File: config.mk
export PLATFORM = sky130hd
export DESIGN_NAME = spi_port
export DESIGN_NICKNAME = d
export VERILOG_FILES = /design/src/rtl/spi_port_pkg.sv /design/src/rtl/spi_port_dp.sv /design/src/rtl/spi_port_ctrl.sv /design/src/rtl/spi_port.sv
export SDC_FILE = /design/constraint.sdc
export NUM_CORES = 1
export LEC_CHECK = 0
export BUFFER_PORTS_ARGS = -buffer_cell sky130_fd_sc_hd__buf_2
export CAP_MARGIN = 40
export CORE_ASPECT_RATIO = 1.2
export CORE_MARGIN = 4
export CORE_UTILIZATION = 25
export CTS_CLUSTER_SIZE = 40
export DETAILED_ROUTE_END_ITERATION = 6
export GPL_TIMING_DRIVEN = 0
export PLACE_DENSITY = 0.49
export SYNTH_ARGS = -nofsm -noshare
export SYNTH_HDL_FRONTEND = slang
export SYNTH_SLANG_ARGS = --single-unit
File: constraint.sdc
create_clock -name clk -period 1.7 [get_ports clk]
set_input_delay 0.17 -clock clk [delete_from_list [all_inputs] [get_ports clk]]
set_output_delay 0.17 -clock clk [all_outputs]
set_load 0.02 [all_outputs]
File: src/rtl/spi_port_pkg.sv
package spi_port_pkg;

  localparam int DATA_W = 8;
  localparam int CNT_W  = $clog2(DATA_W);

  localparam logic [1:0] ADDR_CTRL = 2'd0;
  localparam logic [1:0] ADDR_DATA = 2'd1;
  localparam logic [1:0] ADDR_CFG  = 2'd2;

  typedef enum logic [1:0] {
    SEL_THREE_WIRE = 2'b00,
    SEL_MULTI      = 2'b01,
    SEL_DRIVE_LO   = 2'b10,
    SEL_DRIVE_HI   = 2'b11
  } selMode_e;

  // control -> datapath strobes
  typedef struct packed {
    logic enable;
    logic master;
    logic txFull;
    logic slaveSel;
    logic abort;
  } spiCmd_t;

  // datapath -> control events
  typedef struct packed {
    logic taken;
    logic done;
  } spiEvt_t;

endpackage

File: src/rtl/spi_port_dp.sv
module spi_port_dp
  import spi_port_pkg::*;
#(
  parameter int SCK_HALF    = 4,
  parameter int SYNC_STAGES = 2
) (
  input  logic              clk,
  input  logic              rstN,
  input  spiCmd_t           cmd,
  input  logic [DATA_W-1:0] txByte,
  input  logic              sckIn,
  input  logic              mosiIn,
  input  logic              misoIn,
  output spiEvt_t           evt,
  output logic [DATA_W-1:0] rxByte,
  output logic              sckOut,
  output logic              shMsb
);

  localparam int DIV_W = (SCK_HALF > 1) ? $clog2(SCK_HALF) : 1;
  localparam logic [DIV_W-1:0] DIV_LAST = DIV_W'(SCK_HALF - 1);
  localparam logic [CNT_W-1:0] BIT_LAST = CNT_W'(DATA_W - 1);

  logic [SYNC_STAGES-1:0] sckSync;
  logic [SYNC_STAGES-1:0] mosiSync;
  logic                   sckPrev;
  logic                   sckRise;
  logic                   sckFall;
  logic                   mosiS;

  logic [DATA_W-1:0] sh;
  logic [CNT_W-1:0]  bitCnt;
  logic [DIV_W-1:0]  divCnt;
  logic              busy;
  logic              sckR;
  logic              sampled;
  logic              takenQ;
  logic              doneQ;
  logic [DATA_W-1:0] rxQ;

  // input synchronisers for slave mode
  generate
    if (SYNC_STAGES > 1) begin : g_sync
      always_ff @(posedge clk or negedge rstN) begin
        if (!rstN) begin
          sckSync  <= '0;
          mosiSync <= '0;
        end else begin
          sckSync  <= {sckSync[SYNC_STAGES-2:0], sckIn};
          mosiSync <= {mosiSync[SYNC_STAGES-2:0], mosiIn};
        end
      end
    end else begin : g_sync1
      always_ff @(posedge clk or negedge rstN) begin
        if (!rstN) begin
          sckSync  <= '0;
          mosiSync <= '0;
        end else begin
          sckSync  <= sckIn;
          mosiSync <= mosiIn;
        end
      end
    end
  endgenerate

  always_ff @(posedge clk or negedge rstN) begin
    if (!rstN) sckPrev <= 1'b0;
    else       sckPrev <= sckSync[SYNC_STAGES-1];
  end

  assign sckRise = sckSync[SYNC_STAGES-1] & ~sckPrev;
  assign sckFall = ~sckSync[SYNC_STAGES-1] & sckPrev;
  assign mosiS   = mosiSync[SYNC_STAGES-1];

  always_ff @(posedge clk or negedge rstN) begin
    if (!rstN) begin
      sh      <= '0;
      bitCnt  <= '0;
      divCnt  <= '0;
      busy    <= 1'b0;
      sckR    <= 1'b0;
      sampled <= 1'b0;
      takenQ  <= 1'b0;
      doneQ   <= 1'b0;
      rxQ     <= '0;
    end else begin
      takenQ <= 1'b0;
      doneQ  <= 1'b0;
      if (!cmd.enable || cmd.abort) begin
        busy   <= 1'b0;
        sckR   <= 1'b0;
        bitCnt <= '0;
        divCnt <= '0;
      end else if (cmd.master) begin
        if (!busy) begin
          sckR   <= 1'b0;
          bitCnt <= '0;
          divCnt <= '0;
          if (cmd.txFull) begin
            sh     <= txByte;
            busy   <= 1'b1;
            takenQ <= 1'b1;
          end
        end else if (divCnt == DIV_LAST) begin
          divCnt <= '0;
          if (!sckR) begin
            sckR    <= 1'b1;
            sampled <= misoIn;
          end else begin
            sckR <= 1'b0;
            sh   <= {sh[DATA_W-2:0], sampled};
            if (bitCnt == BIT_LAST) begin
              busy   <= 1'b0;
              doneQ  <= 1'b1;
              rxQ    <= {sh[DATA_W-2:0], sampled};
              bitCnt <= '0;
            end else begin
              bitCnt <= bitCnt + 1'b1;
            end
          end
        end else begin
          divCnt <= divCnt + 1'b1;
        end
      end else begin
        busy <= 1'b0;
        sckR <= 1'b0;
        if (!cmd.slaveSel) begin
          bitCnt <= '0;
          if (cmd.txFull) begin
            sh     <= txByte;
            takenQ <= 1'b1;
          end
        end else if (sckRise) begin
          sampled <= mosiS;
          if (bitCnt == BIT_LAST) begin
            doneQ  <= 1'b1;
            rxQ    <= {sh[DATA_W-2:0], mosiS};
            bitCnt <= '0;
          end else begin
            bitCnt <= bitCnt + 1'b1;
          end
        end else if (sckFall && bitCnt != '0) begin
          sh <= {sh[DATA_W-2:0], sampled};
        end else if (bitCnt == '0 && cmd.txFull) begin
          sh     <= txByte;
          takenQ <= 1'b1;
        end
      end
    end
  end

  assign evt.taken = takenQ;
  assign evt.done  = doneQ;
  assign rxByte    = rxQ;
  assign sckOut    = sckR;
  assign shMsb     = sh[DATA_W-1];


  off_idle_chk: assert property (@(posedge clk) disable iff (!rstN)
    !cmd.enable |=> (!busy && !sckR));


  sck_busy_chk: assert property (@(posedge clk) disable iff (!rstN)
    sckR |-> busy);

endmodule

File: src/rtl/spi_port_ctrl.sv
module spi_port_ctrl
  import spi_port_pkg::*;
#(
  parameter int SYNC_STAGES = 2
) (
  input  logic              clk,
  input  logic              rstN,
  input  logic              busEn,
  input  logic              busWe,
  input  logic [1:0]        busAddr,
  input  logic [DATA_W-1:0] busWdata,
  output logic [DATA_W-1:0] busRdata,
  input  spiEvt_t           evt,
  input  logic [DATA_W-1:0] rxByte,
  input  logic              nssIn,
  output spiCmd_t           cmd,
  output logic [DATA_W-1:0] txByte,
  output logic              irq,
  output logic              sckOe,
  output logic              mosiOe,
  output logic              misoOe,
  output logic              nssOut,
  output logic              nssOe
);

  logic             onBit;
  selMode_e         selMode;
  logic             txEmpty;
  logic [DATA_W-1:0] txBuf;
  logic [DATA_W-1:0] rxBuf;
  logic             rxFull;
  logic             doneF;
  logic             colF;
  logic             faultF;
  logic             ovrF;
  logic             masterBit;
  logic             irqEn;
  logic [SYNC_STAGES-1:0] nssSync;
  logic             nssS;

  logic wrCtrl;
  logic wrData;
  logic wrCfg;
  logic rdData;
  logic collide;
  logic faultNow;
  logic ovrSet;
  logic slaveSel;

  assign wrCtrl = busEn & busWe & (busAddr == ADDR_CTRL);
  assign wrData = busEn & busWe & (busAddr == ADDR_DATA);
  assign wrCfg  = busEn & busWe & (busAddr == ADDR_CFG);
  assign rdData = busEn & ~busWe & (busAddr == ADDR_DATA);

  generate
    if (SYNC_STAGES > 1) begin : g_nss
      always_ff @(posedge clk or negedge rstN) begin
        if (!rstN) nssSync <= '1;
        else       nssSync <= {nssSync[SYNC_STAGES-2:0], nssIn};
      end
    end else begin : g_nss1
      always_ff @(posedge clk or negedge rstN) begin
        if (!rstN) nssSync <= '1;
        else       nssSync <= nssIn;
      end
    end
  endgenerate
  assign nssS = nssSync[SYNC_STAGES-1];

  assign collide  = wrData & ~txEmpty;
  assign faultNow = onBit & masterBit & (selMode == SEL_MULTI) & ~nssS;
  assign ovrSet   = evt.done & rxFull & ~masterBit;
  assign slaveSel = (selMode != SEL_MULTI) | ~nssS;

  always_ff @(posedge clk or negedge rstN) begin
    if (!rstN) begin
      onBit     <= 1'b0;
      selMode   <= SEL_MULTI;
      txEmpty   <= 1'b1;
      txBuf     <= '0;
      rxBuf     <= '0;
      rxFull    <= 1'b0;
      doneF     <= 1'b0;
      colF      <= 1'b0;
      faultF    <= 1'b0;
      ovrF      <= 1'b0;
      masterBit <= 1'b0;
      irqEn     <= 1'b0;
    end else begin
      if (wrCtrl) begin
        onBit   <= busWdata[0];
        selMode <= selMode_e'(busWdata[3:2]);
      end

      if (evt.taken) txEmpty <= 1'b1;
      if (wrData && txEmpty) begin
        txEmpty <= 1'b0;
        txBuf   <= busWdata;
      end

      doneF  <= evt.done | (wrCtrl ? busWdata[4] : doneF);
      colF   <= collide  | (wrCtrl ? busWdata[5] : colF);
      faultF <= faultNow | (wrCtrl ? busWdata[6] : faultF);
      ovrF   <= ovrSet   | (wrCtrl ? busWdata[7] : ovrF);

      if (evt.done) begin
        if (!ovrSet) rxBuf <= rxByte;
        rxFull <= 1'b1;
      end else if (rdData) begin
        rxFull <= 1'b0;
      end

      if (wrCfg) begin
        masterBit <= busWdata[0];
        irqEn     <= busWdata[1];
      end
      if (faultNow) masterBit <= 1'b0;
    end
  end

  always_comb begin
    unique case (busAddr)
      ADDR_CTRL: busRdata = {ovrF, faultF, colF, doneF, selMode, txEmpty, onBit};
      ADDR_DATA: busRdata = rxBuf;
      ADDR_CFG:  busRdata = {{(DATA_W-2){1'b0}}, irqEn, masterBit};
      default:   busRdata = '0;
    endcase
  end

  assign cmd.enable   = onBit;
  assign cmd.master   = masterBit;
  assign cmd.txFull   = ~txEmpty;
  assign cmd.slaveSel = slaveSel;
  assign cmd.abort    = faultNow;
  assign txByte       = txBuf;

  assign irq    = irqEn & (doneF | colF | faultF | ovrF);
  assign sckOe  = onBit & masterBit;
  assign mosiOe = onBit & masterBit;
  assign misoOe = onBit & ~masterBit & slaveSel;
  assign nssOe  = onBit & selMode[1];
  assign nssOut = selMode[0];


  done_sticky_chk: assert property (@(posedge clk) disable iff (!rstN)
    $fell(doneF) |-> $past(wrCtrl));


  wcol_hold_chk: assert property (@(posedge clk) disable iff (!rstN)
    collide |=> $stable(txBuf));


  load_empty_chk: assert property (@(posedge clk) disable iff (!rstN)
    evt.taken |=> txEmpty);


  fault_master_chk: assert property (@(posedge clk) disable iff (!rstN)
    $rose(faultF) |-> !masterBit);


  ovr_slave_chk: assert property (@(posedge clk) disable iff (!rstN)
    ($rose(ovrF) && !$past(wrCtrl)) |-> !$past(masterBit));

endmodule

File: src/rtl/spi_port.sv
module spi_port
  import spi_port_pkg::*;
#(
  parameter int SCK_HALF    = 4,
  parameter int SYNC_STAGES = 2
) (
  input  logic       clk,
  input  logic       rstN,
  input  logic       busEn,
  input  logic       busWe,
  input  logic [1:0] busAddr,
  input  logic [7:0] busWdata,
  output logic [7:0] busRdata,
  output logic       irq,
  input  logic       sckIn,
  output logic       sckOut,
  output logic       sckOe,
  input  logic       mosiIn,
  output logic       mosiOut,
  output logic       mosiOe,
  input  logic       misoIn,
  output logic       misoOut,
  output logic       misoOe,
  input  logic       nssIn,
  output logic       nssOut,
  output logic       nssOe
);

  spiCmd_t           cmd;
  spiEvt_t           evt;
  logic [DATA_W-1:0] txByte;
  logic [DATA_W-1:0] rxByte;
  logic              shMsb;

  spi_port_ctrl #(.SYNC_STAGES(SYNC_STAGES)) u_ctrl (
    .clk      (clk),
    .rstN     (rstN),
    .busEn    (busEn),
    .busWe    (busWe),
    .busAddr  (busAddr),
    .busWdata (busWdata),
    .busRdata (busRdata),
    .evt      (evt),
    .rxByte   (rxByte),
    .nssIn    (nssIn),
    .cmd      (cmd),
    .txByte   (txByte),
    .irq      (irq),
    .sckOe    (sckOe),
    .mosiOe   (mosiOe),
    .misoOe   (misoOe),
    .nssOut   (nssOut),
    .nssOe    (nssOe)
  );

  spi_port_dp #(.SCK_HALF(SCK_HALF), .SYNC_STAGES(SYNC_STAGES)) u_dp (
    .clk    (clk),
    .rstN   (rstN),
    .cmd    (cmd),
    .txByte (txByte),
    .sckIn  (sckIn),
    .mosiIn (mosiIn),
    .misoIn (misoIn),
    .evt    (evt),
    .rxByte (rxByte),
    .sckOut (sckOut),
    .shMsb  (shMsb)
  );

  assign mosiOut = shMsb;
  assign misoOut = shMsb;

endmodule

==> results by stage, run 1 <==
Outcome:
- The flow ran to the end, but the final reports show violations.
- The final reports fail on negative setup slack.

Placement:
- The cell area reported after detailed placement is 3160 um^2.
- The total of buffers placed on input and output ports is 34.
- The final weighted congestion of routability-driven global placement is 0.751.
- The estimated wirelength of the detail-placed design is 4970 um.

Clocking:
- TritonCTS built the clock tree.
- Clock tree synthesis selected as its root buffer the cell sky130_fd_sc_hd__clkbuf_16.
- The insertion delay to the later sink of the worst-skew pair is 0.33 ns.
- The number of buffers between clock root and the deepest sink is 2.
- The clock net in this run drives a total of 60 sinks.
- Clock-pin slew was measured on the worst setup and hold paths at around 0.05 ns.
- In this run the number of H-tree levels came out at 3.
- The CTS buffer count is 9.

Worst hold path:
- The type of the most critical hold path is primary input to register.

Route:
- For this block, the routed nets add up to 7050 um of wire.
- The detailed-route via count is approximately 2.1k.
- The detailed router put a total of 3230 um of wire on met1.
- In the final routed layout, each cell accounts on average for around 16 um.
- The sum of met2 wire segment lengths after detailed routing is 3430 um.
- The number of DRC violations after detailed routing is 0.
- The number of DRC markers after the initial detailed-route iteration is 72.
- The highest metal layer carrying signal wires in the routed design is met4.
- The iteration count of the initial detailed-routing pass is 4.
- The via-per-instance ratio is 4.62.
- The number of routed nets with antenna violations is 0.
- The routed wire length on met3 is 243 um.

Global route:
- The total global routing track utilization is 0.118.
- The total grt overflow is 0.
- Entering global routing, the biggest net connects 34 pins.
- The wire length of the first global-routing pass is 11600 um.
- The initial antenna violation count is 0.
- The number of global-route vias before repair is 2186.

Floorplan:
- The floorplan die area is 12900 um^2.
- The number of top-level pins is 35.
- The total core area is 11000 um^2.
- In this run the horizontal extent of the chip is roughly 100 um.
- The height of the die is about 120 um.
- The total number of placement rows is 42.
- The starting density of the core is 0.254.

Timing:
- The final clock skew is roughly 0.0044 ns.
- The smallest clock period supported by the final layout is computed as 1.83 ns.
- For the final routed database, the setup TNS stands at -1.48 ns.
- The number of pins exceeding their max-slew limit in the final report is 0.
- Dividing the final minimum period by the clock period gives 1.08.
- Setup violations remaining at the end of the flow were counted as 17.
- The maximum operating frequency is ~550 MHz.
- Measured against its own limit, the worst slew margin works out to 0.428.
- Setup repair after global routing could not meet its margin everywhere.
- The slew of the pin with the lowest slew margin is ~0.86 ns.
- The count of endpoints failing hold in the final timing report was 0.
- Across all setup checks in the final design, the least slack found is -0.129 ns.

Logic synthesis:
- By area the synthesized netlist is led by sky130_fd_sc_hd__dfrtp_1 50%, sky130_fd_sc_hd__mux2_2 8.5%, sky130_fd_sc_hd__dfstp_2 3.8%.
- The number of nets in the synthesized netlist is 263.
- In this run, synthesis inferred 0 flip-flops with an integrated enable.
- The predominant post-synthesis flop cell is sky130_fd_sc_hd__dfrtp_1.
- The most used standard cell by instance count after synthesis is sky130_fd_sc_hd__dfrtp_1.
- The async set-reset flop share out of synthesis is 1.00.
- Counting instances in the post-synthesis netlist gives the leading cell types as 56 x sky130_fd_sc_hd__dfrtp_1, 21 x sky130_fd_sc_hd__mux2_2, 20 x sky130_fd_sc_hd__o21ai_0.
- The cell count after synthesis came out at approximately 240.
- Counting flops and latches in the post-synthesis netlist gives 60.
- Averaged over all synthesized cells, the footprint is 11.6 um^2.
- The post-synthesis sequential area ratio is 0.539.
- Of all cell types, the one taking the most synthesized area is sky130_fd_sc_hd__dfrtp_1.
- The number of warnings printed during yosys synthesis is 0.
- The synthesized netlist contains 43 unique library cells.
- Of the post-synthesis cell area, the dominant cell type holds 0.502.
- The synthesized cell area is 2790 um^2.

Critical path:
- The element type at the critical path start is a register.
- The data required time at the worst endpoint is 1.91 ns.
- STA puts the critical path data arrival time at 2.04 ns.
- The endpoint kind of the worst setup timing path is a register.
- The critical setup path kind is register to register.
- Along the worst path, the maximum fanout reaches 8.

Power:
- The share of total power dissipated in sequential elements is 0.368.
- The power per standard cell area is 1440 nW/um^2.
- In this run the power spent charging and discharging nets is 1.71 mW.
- Cell internal power was estimated by the tool at 3.65 mW.
- Of the total power, the share spent switching nets is 0.319.
- The share of total power dissipated in the clock network is 0.327.
- The proportion of power drawn by combinational gates is 0.305.
- VDD sags by at most 0.494 mV.
- The leakage power of the design is approximately 1.7 nW.

Final layout:
- The sequential cell area is roughly 1500 um^2.
- The layout cell share with drive strength beyond 1 is 0.401.
- The multi-input combinational cells in the finished layout cover a total of 1270 um^2.
- The finished cells cover 3710 um^2.
- The repair_antennas step left the layout with diodes totalling 0.
- The final-layout fill cell count is about 1.1k.
- The area growth from synthesis to layout is 33.0%.
- The fraction of the core area covered by cells at the end of the flow is 0.338.
- The number of nets in the finished design is 329.

Flow run:
- The tool flagged a number of max-cap violations equal to 0.
[cells by family (layout without fill, tap and decap cells)]
family                   Yosys count  count (layout)  share of synthesized area
AND/OR/NAND/NOR                   63              63                      0.121
flip-flops                        60              60                      0.539
AO/OA/AOI/OAI                     54              54                      0.137
multiplexers                      38              38                      0.149
buffers and inverters             21              92                     0.0327
adder cells (fa/ha/maj)            4               4                     0.0179
XOR/XNOR                           1               1                    0.00314
[power groups by stage]
stage / Combinational (mW) / Sequential, mW / Clock, mW
after CTS: 1.61 / 1.97 / 1.79
final: 1.63 / 1.97 / 1.75
after detailed placement: 1.38 / 2.00 / 0
after global placement: 1.34 / 2.00 / 0
after floorplan: 0.998 / 1.92 / 0
after global routing: 1.83 / 2.02 / 1.87
[worst max-delay path, cell delays in order (launching register included)]
cell and delay, ns:
sky130_fd_sc_hd__dfrtp_1 0.39, sky130_fd_sc_hd__inv_2 0.06, sky130_fd_sc_hd__ha_2 0.16, sky130_fd_sc_hd__or2b_4 0.27
sky130_fd_sc_hd__a211oi_4 0.25, sky130_fd_sc_hd__buf_6 0.15, sky130_fd_sc_hd__a211oi_4 0.07, sky130_fd_sc_hd__buf_6 0.16
sky130_fd_sc_hd__a22o_1 0.21
[sequential cells by signal, summed over array words and instances (netlist names), 2 cells and up]
register	count
u_ctrl.selMode	2
u_dp.rxByte	8
u_ctrl.txByte	8
u_dp.sckSync	2
u_ctrl.rxBuf	8
u_dp.sh	8
u_dp.bitCnt	3
u_dp.mosiSync	2
u_ctrl.nssSync	2
u_dp.divCnt	2
[stage by stage]
step	setup slack, ns	power, mW	hold WS, ns	instances
2_1_floorplan	-0.0829	2.91	-0.126	241
3_3_place_gp	-0.319	3.34	0.275	407
3_5_place_dp	-0.377	3.38	0.279	409
4_1_cts	-0.137	5.37	0.0835	442
5_1_grt	-0.209	5.71	0.0951	444
6_report	-0.129	5.35	0.0917	444
[cell type report]
type | count | share of cell area
clock buffer | 11 | 0.0626
clock inverter | 5 | 0.0145
tap | 132 | 0.0445
multi-input combinational | 160 | 0.343
buffer | 9 | 0.0168
sequential | 60 | 0.406
timing repair buffer | 55 | 0.101
inverter | 12 | 0.0121
[what timing repair did]
item / 4_1_cts / 5_1_grt
resized for setup: 26 / 16
setup endpoints to repair: 35 / 19
setup buffers: 12 / 2
gates cloned: 1 / 0
pin swaps: 10 / 6
hold endpoints to repair: 34 / 0
hold buffers: 4 / 0
[metal layers]
layer,up-vias,GRT usage
met5,-,0
met4,0,0.0524
met3,12,0.0332
met2,31,0.197
met1,1022,0.144
li1,987,-
[final timing paths]
check / depth (start not counted) / endpoint / startpoint / slack [ns]
max in group asynchronous: 3 / u_ctrl.nssSync[0] / rstN / 0.56
min: 3 / u_ctrl.ovrF / busWdata[7] / 0.09
min in group asynchronous: 2 / u_ctrl.rxBuf[7] / rstN / 0.46
max reg2reg: 8 / u_dp.sh[7] / u_dp.bitCnt[0] / -0.13
max: 8 / u_dp.sh[7] / u_dp.bitCnt[0] / -0.13
min reg2reg: 0 / u_dp.mosiSync[1] / u_dp.mosiSync[0] / 0.35
[placed cells by master, fill, tap and decap left out, types with 3 or more instances in the layout]
master,Yosys,final
sky130_fd_sc_hd__o21ai_0,20,19
sky130_fd_sc_hd__clkbuf_1,3,3
sky130_fd_sc_hd__a21oi_1,11,9
sky130_fd_sc_hd__buf_6,0,8
sky130_fd_sc_hd__mux2_2,21,21
sky130_fd_sc_hd__buf_2,1,33
sky130_fd_sc_hd__inv_1,12,11
sky130_fd_sc_hd__buf_4,3,13
sky130_fd_sc_hd__nor2b_1,5,5
sky130_fd_sc_hd__a22o_1,8,8
sky130_fd_sc_hd__and2_1,4,3
sky130_fd_sc_hd__clkbuf_16,0,9
sky130_fd_sc_hd__dfstp_2,4,4
sky130_fd_sc_hd__mux2i_1,9,9
sky130_fd_sc_hd__nand2b_1,5,4
sky130_fd_sc_hd__clkinv_2,0,3
sky130_fd_sc_hd__mux2_4,0,8
sky130_fd_sc_hd__dfrtp_1,56,55
sky130_fd_sc_hd__nor2_1,14,13
sky130_fd_sc_hd__nand2_1,16,15
sky130_fd_sc_hd__nand3_1,7,7
sky130_fd_sc_hd__dlygate4sd3_1,0,4
(Power assumes the default switching activity.)
==> inputs of run 2 (changes only) <==
Settings changed: PLACE_DENSITY 0.49 to 0.48, SLEW_MARGIN set to 20.
Clock period 1.7 ns to 1.8 ns, I/O delays scaled along.
==> results by stage, run 2 (same netlist as run 1, synthesis figures left out) <==
Timing:
- The slew of the pin with the lowest slew margin was 0.711 ns (-0.144 ns).
- The number of pins exceeding their max-slew limit in the final report is 0 (unchanged).
- The worst-case setup margin in the final layout came to -0.0183 ns (+0.111 ns).
- The worst slew margin relative to its limit is 0.524 (+0.0962).
- The maximum operating frequency is 550 MHz (+0.62%).
- Setup repair after global routing could not meet its margin everywhere.
- The count of endpoints failing setup in the final report is 4 (-13).
- The final critical-path required period is 1.82 ns (-0.0112 ns).
- The final clock skew is 0.00696 ns (+0.00252 ns).
- The post-route clock period utilization is 1.01 (-0.0660).
- The count of endpoints failing hold in the final timing report came to 0 (unchanged).

Power:
- The switching share of power is 0.325 (+0.00590).
- The internal power of the cells was 3.28 mW (-10%).
- The power per standard cell area is 1340 nW/um^2 (-7.0%).
- The switching component of the power came to 1.58 mW (-7.6%).
- The leakage power of the design came to 1.71 nW (-1.9%).
- The part of the total power dissipated in sequential elements is 0.381 (+0.013).
- The proportion of power drawn by combinational gates is 0.304 (about the same).
- The peak supply drop is 0.523 mV (+5.8%).
- The clock share of power came to 0.315 (-0.012).

Route:
- The iteration count of the initial detailed-routing pass is 4 (unchanged).
- The final routed wirelength across all metal layers came to 7030 um (-0.24%).
- The per-cell routed wire length is 16.0 um (+0.67%).
- The via-per-instance ratio is 4.68 (+1.3%).
- The detailed-route via count was 2060 (+0.39%).
- The number of routed nets with antenna violations is 0 (unchanged).
- The number of DRC violations after detailed routing is 0 (unchanged).
- The number of DRC markers after the initial detailed-route iteration is 48 (-33%).

Critical path:
- The signal arrival time at the worst endpoint is 2.03 ns (about the same).
- The critical setup path kind is register to register.
- The data required time at the worst endpoint is 2.01 ns (+0.10 ns).
- STA classifies the critical path startpoint as a register.
- The largest driver fanout on the critical path was 8 (unchanged).
- The worst setup path is captured at a register.

Floorplan:
- The starting density of the core is 0.254 (unchanged).
- The floorplan die area is 12900 um^2 (unchanged).
- The total core area is 11000 um^2 (unchanged).
- The total number of placement rows came to 42 (unchanged).
- The x dimension of the die is 105 um (unchanged).
- The height of the die is 124 um (unchanged).
- The number of top-level pins came to 35 (unchanged).

Global route:
- The total grt overflow came to 0 (unchanged).
- The wire length of the first global-routing pass came to 11600 um (about the same).
- The total global routing track utilization is 0.117 (-0.00104).
- The initial antenna violation count was 0 (unchanged).
- The maximum number of pins on one net before global-route repair is 50 (+47%).
- The number of global-route vias before repair is 2125 (-2.8%).

Placement:
- The estimated wirelength of the detail-placed design is 4900 um (-1.4%).
- The final weighted congestion of routability-driven global placement is 0.746 (-0.64%).
- The total of buffers placed on input and output ports is 34 (unchanged).
- The number of placed instances with taps included is 409 (unchanged).
- The minimum setup slack after placement is -0.277 ns (+0.100 ns).

Clocking:
- TritonCTS built the clock tree.
- The clock-pin slew on the worst setup and hold paths is 0.05 ns (about the same).
- The number of buffers between clock root and the deepest sink is 2 (unchanged).
- The cell at the root of the clock tree is sky130_fd_sc_hd__clkbuf_16.
- The insertion delay to the later sink of the worst-skew pair is 0.32 ns (about the same).
- The CTS buffer count is 9 (unchanged).
- The count of H-tree levels built during CTS is 3 (unchanged).
- The clock sink count is 60 (unchanged).

Outcome:
- The run finished, with violations left.
- The final reports fail on negative setup slack.

Final layout:
- Leaving out fill and tap cells, the most frequent cells in the layout are 55 x sky130_fd_sc_hd__dfrtp_1, 33 x sky130_fd_sc_hd__buf_2, 21 x sky130_fd_sc_hd__mux2_2.
- The number of cells in the finished layout apart from fillers is 440 (-0.90%).
- The layout cell share with drive strength beyond 1 was 0.360 (-0.0403).
- The area growth from synthesis to layout is 29.7%.
- The most frequent standard cell in the layout excluding fill and tap cells is sky130_fd_sc_hd__dfrtp_1.
- The number of nets in the finished design was 325 (-1.2%).
- The number of antenna repair diodes is 0 (unchanged).

Flow run:
- The reported max-cap violation count came to 0 (unchanged).

Worst hold path:
- The type of the most critical hold path is primary input to register.
## run 2: cell count changes in the layout (fill, tap and decap cells not counted), moves of 2 or more
cell                       delta
sky130_fd_sc_hd__mux2_1       +8
sky130_fd_sc_hd__clkbuf_1     +2
sky130_fd_sc_hd__mux2_4       -8
sky130_fd_sc_hd__buf_6        -5
sky130_fd_sc_hd__o21ai_1      -2
## run 2: per-stage QoR
step / instance area, um^2 / utilization / total power [mW] / hold slack [ns] / TNS, ns
floorplan: 2790 / - / 2.75 / -0.116 / -0.0410
global placement: 3130 / 0.285 / 3.15 / 0.285 / -6.63
detailed placement: 3170 / 0.288 / 3.18 / 0.0486 / -6.33
CTS: 3580 / 0.326 / 4.90 / 0.101 / -0.150
global route: 3620 / 0.330 / 5.18 / 0.112 / -0.586
finish: 3620 / 0.330 / 4.86 / 0.102 / -0.0274
## run 2: routing by layer
metal,GRT usage,share of wire,up-vias
met5,0,0,-
met4,0.0490,0.014,0
met3,0.0337,0.041,7
met2,0.193,0.48,40
met1,0.145,0.46,1031
li1,-,-,982
## run 2: timing repair
| action | in CTS | in global routing |
|---|---|---|
| endpoints found under the hold margin | 14 | 0 |
| buffers inserted | 9 | 1 |
| gates resized for setup | 15 | 11 |
| cloned | 1 | 0 |
| pin swaps | 11 | 5 |
| endpoints found under the setup margin | 38 | 20 |
| hold buffers | 4 | 0 |
## run 2: worst paths after layout
kind                              startpoint           endpoint  slack (ns)  cells after the start
max in group asynchronous               rstN  u_ctrl.selMode[0]        1.00                      3
min reg2reg                 u_dp.mosiSync[0]   u_dp.mosiSync[1]        0.35                      0
min                              busWdata[7]        u_ctrl.ovrF        0.10                      3
max                        u_ctrl.nssSync[1]         u_dp.sh[6]       -0.02                      6
max reg2reg                u_ctrl.nssSync[1]         u_dp.sh[6]       -0.02                      6
min in group asynchronous               rstN       u_ctrl.doneF        0.25                      2
## run 2: layout make-up
cell class,instances,area [um^2]
clock buffers,14,254
fillers,1121,7360
well taps,132,165
clock inverters,2,10.0
plain buffers,9,58.8
multi-input cells,160,1250
flip-flops and latches,60,1510
repair buffers,51,334
inverters,12,45.0
## run 2: power by group through the flow
stage,logic [mW],clock network (mW),registers [mW]
global route,1.64,1.65,1.89
CTS,1.47,1.58,1.85
detailed placement,1.31,0,1.87
finish,1.48,1.53,1.85
floorplan,0.938,0,1.81
global placement,1.28,0,1.86
## run 2: critical path, stage by stage, from the launching register on
cell and delay (ns):
sky130_fd_sc_hd__dfstp_2 0.56, sky130_fd_sc_hd__and3b_2 0.25, sky130_fd_sc_hd__a211oi_4 0.05, sky130_fd_sc_hd__buf_4 0.14
sky130_fd_sc_hd__a211oi_4 0.30, sky130_fd_sc_hd__o21ai_4 0.16, sky130_fd_sc_hd__a22o_1 0.25
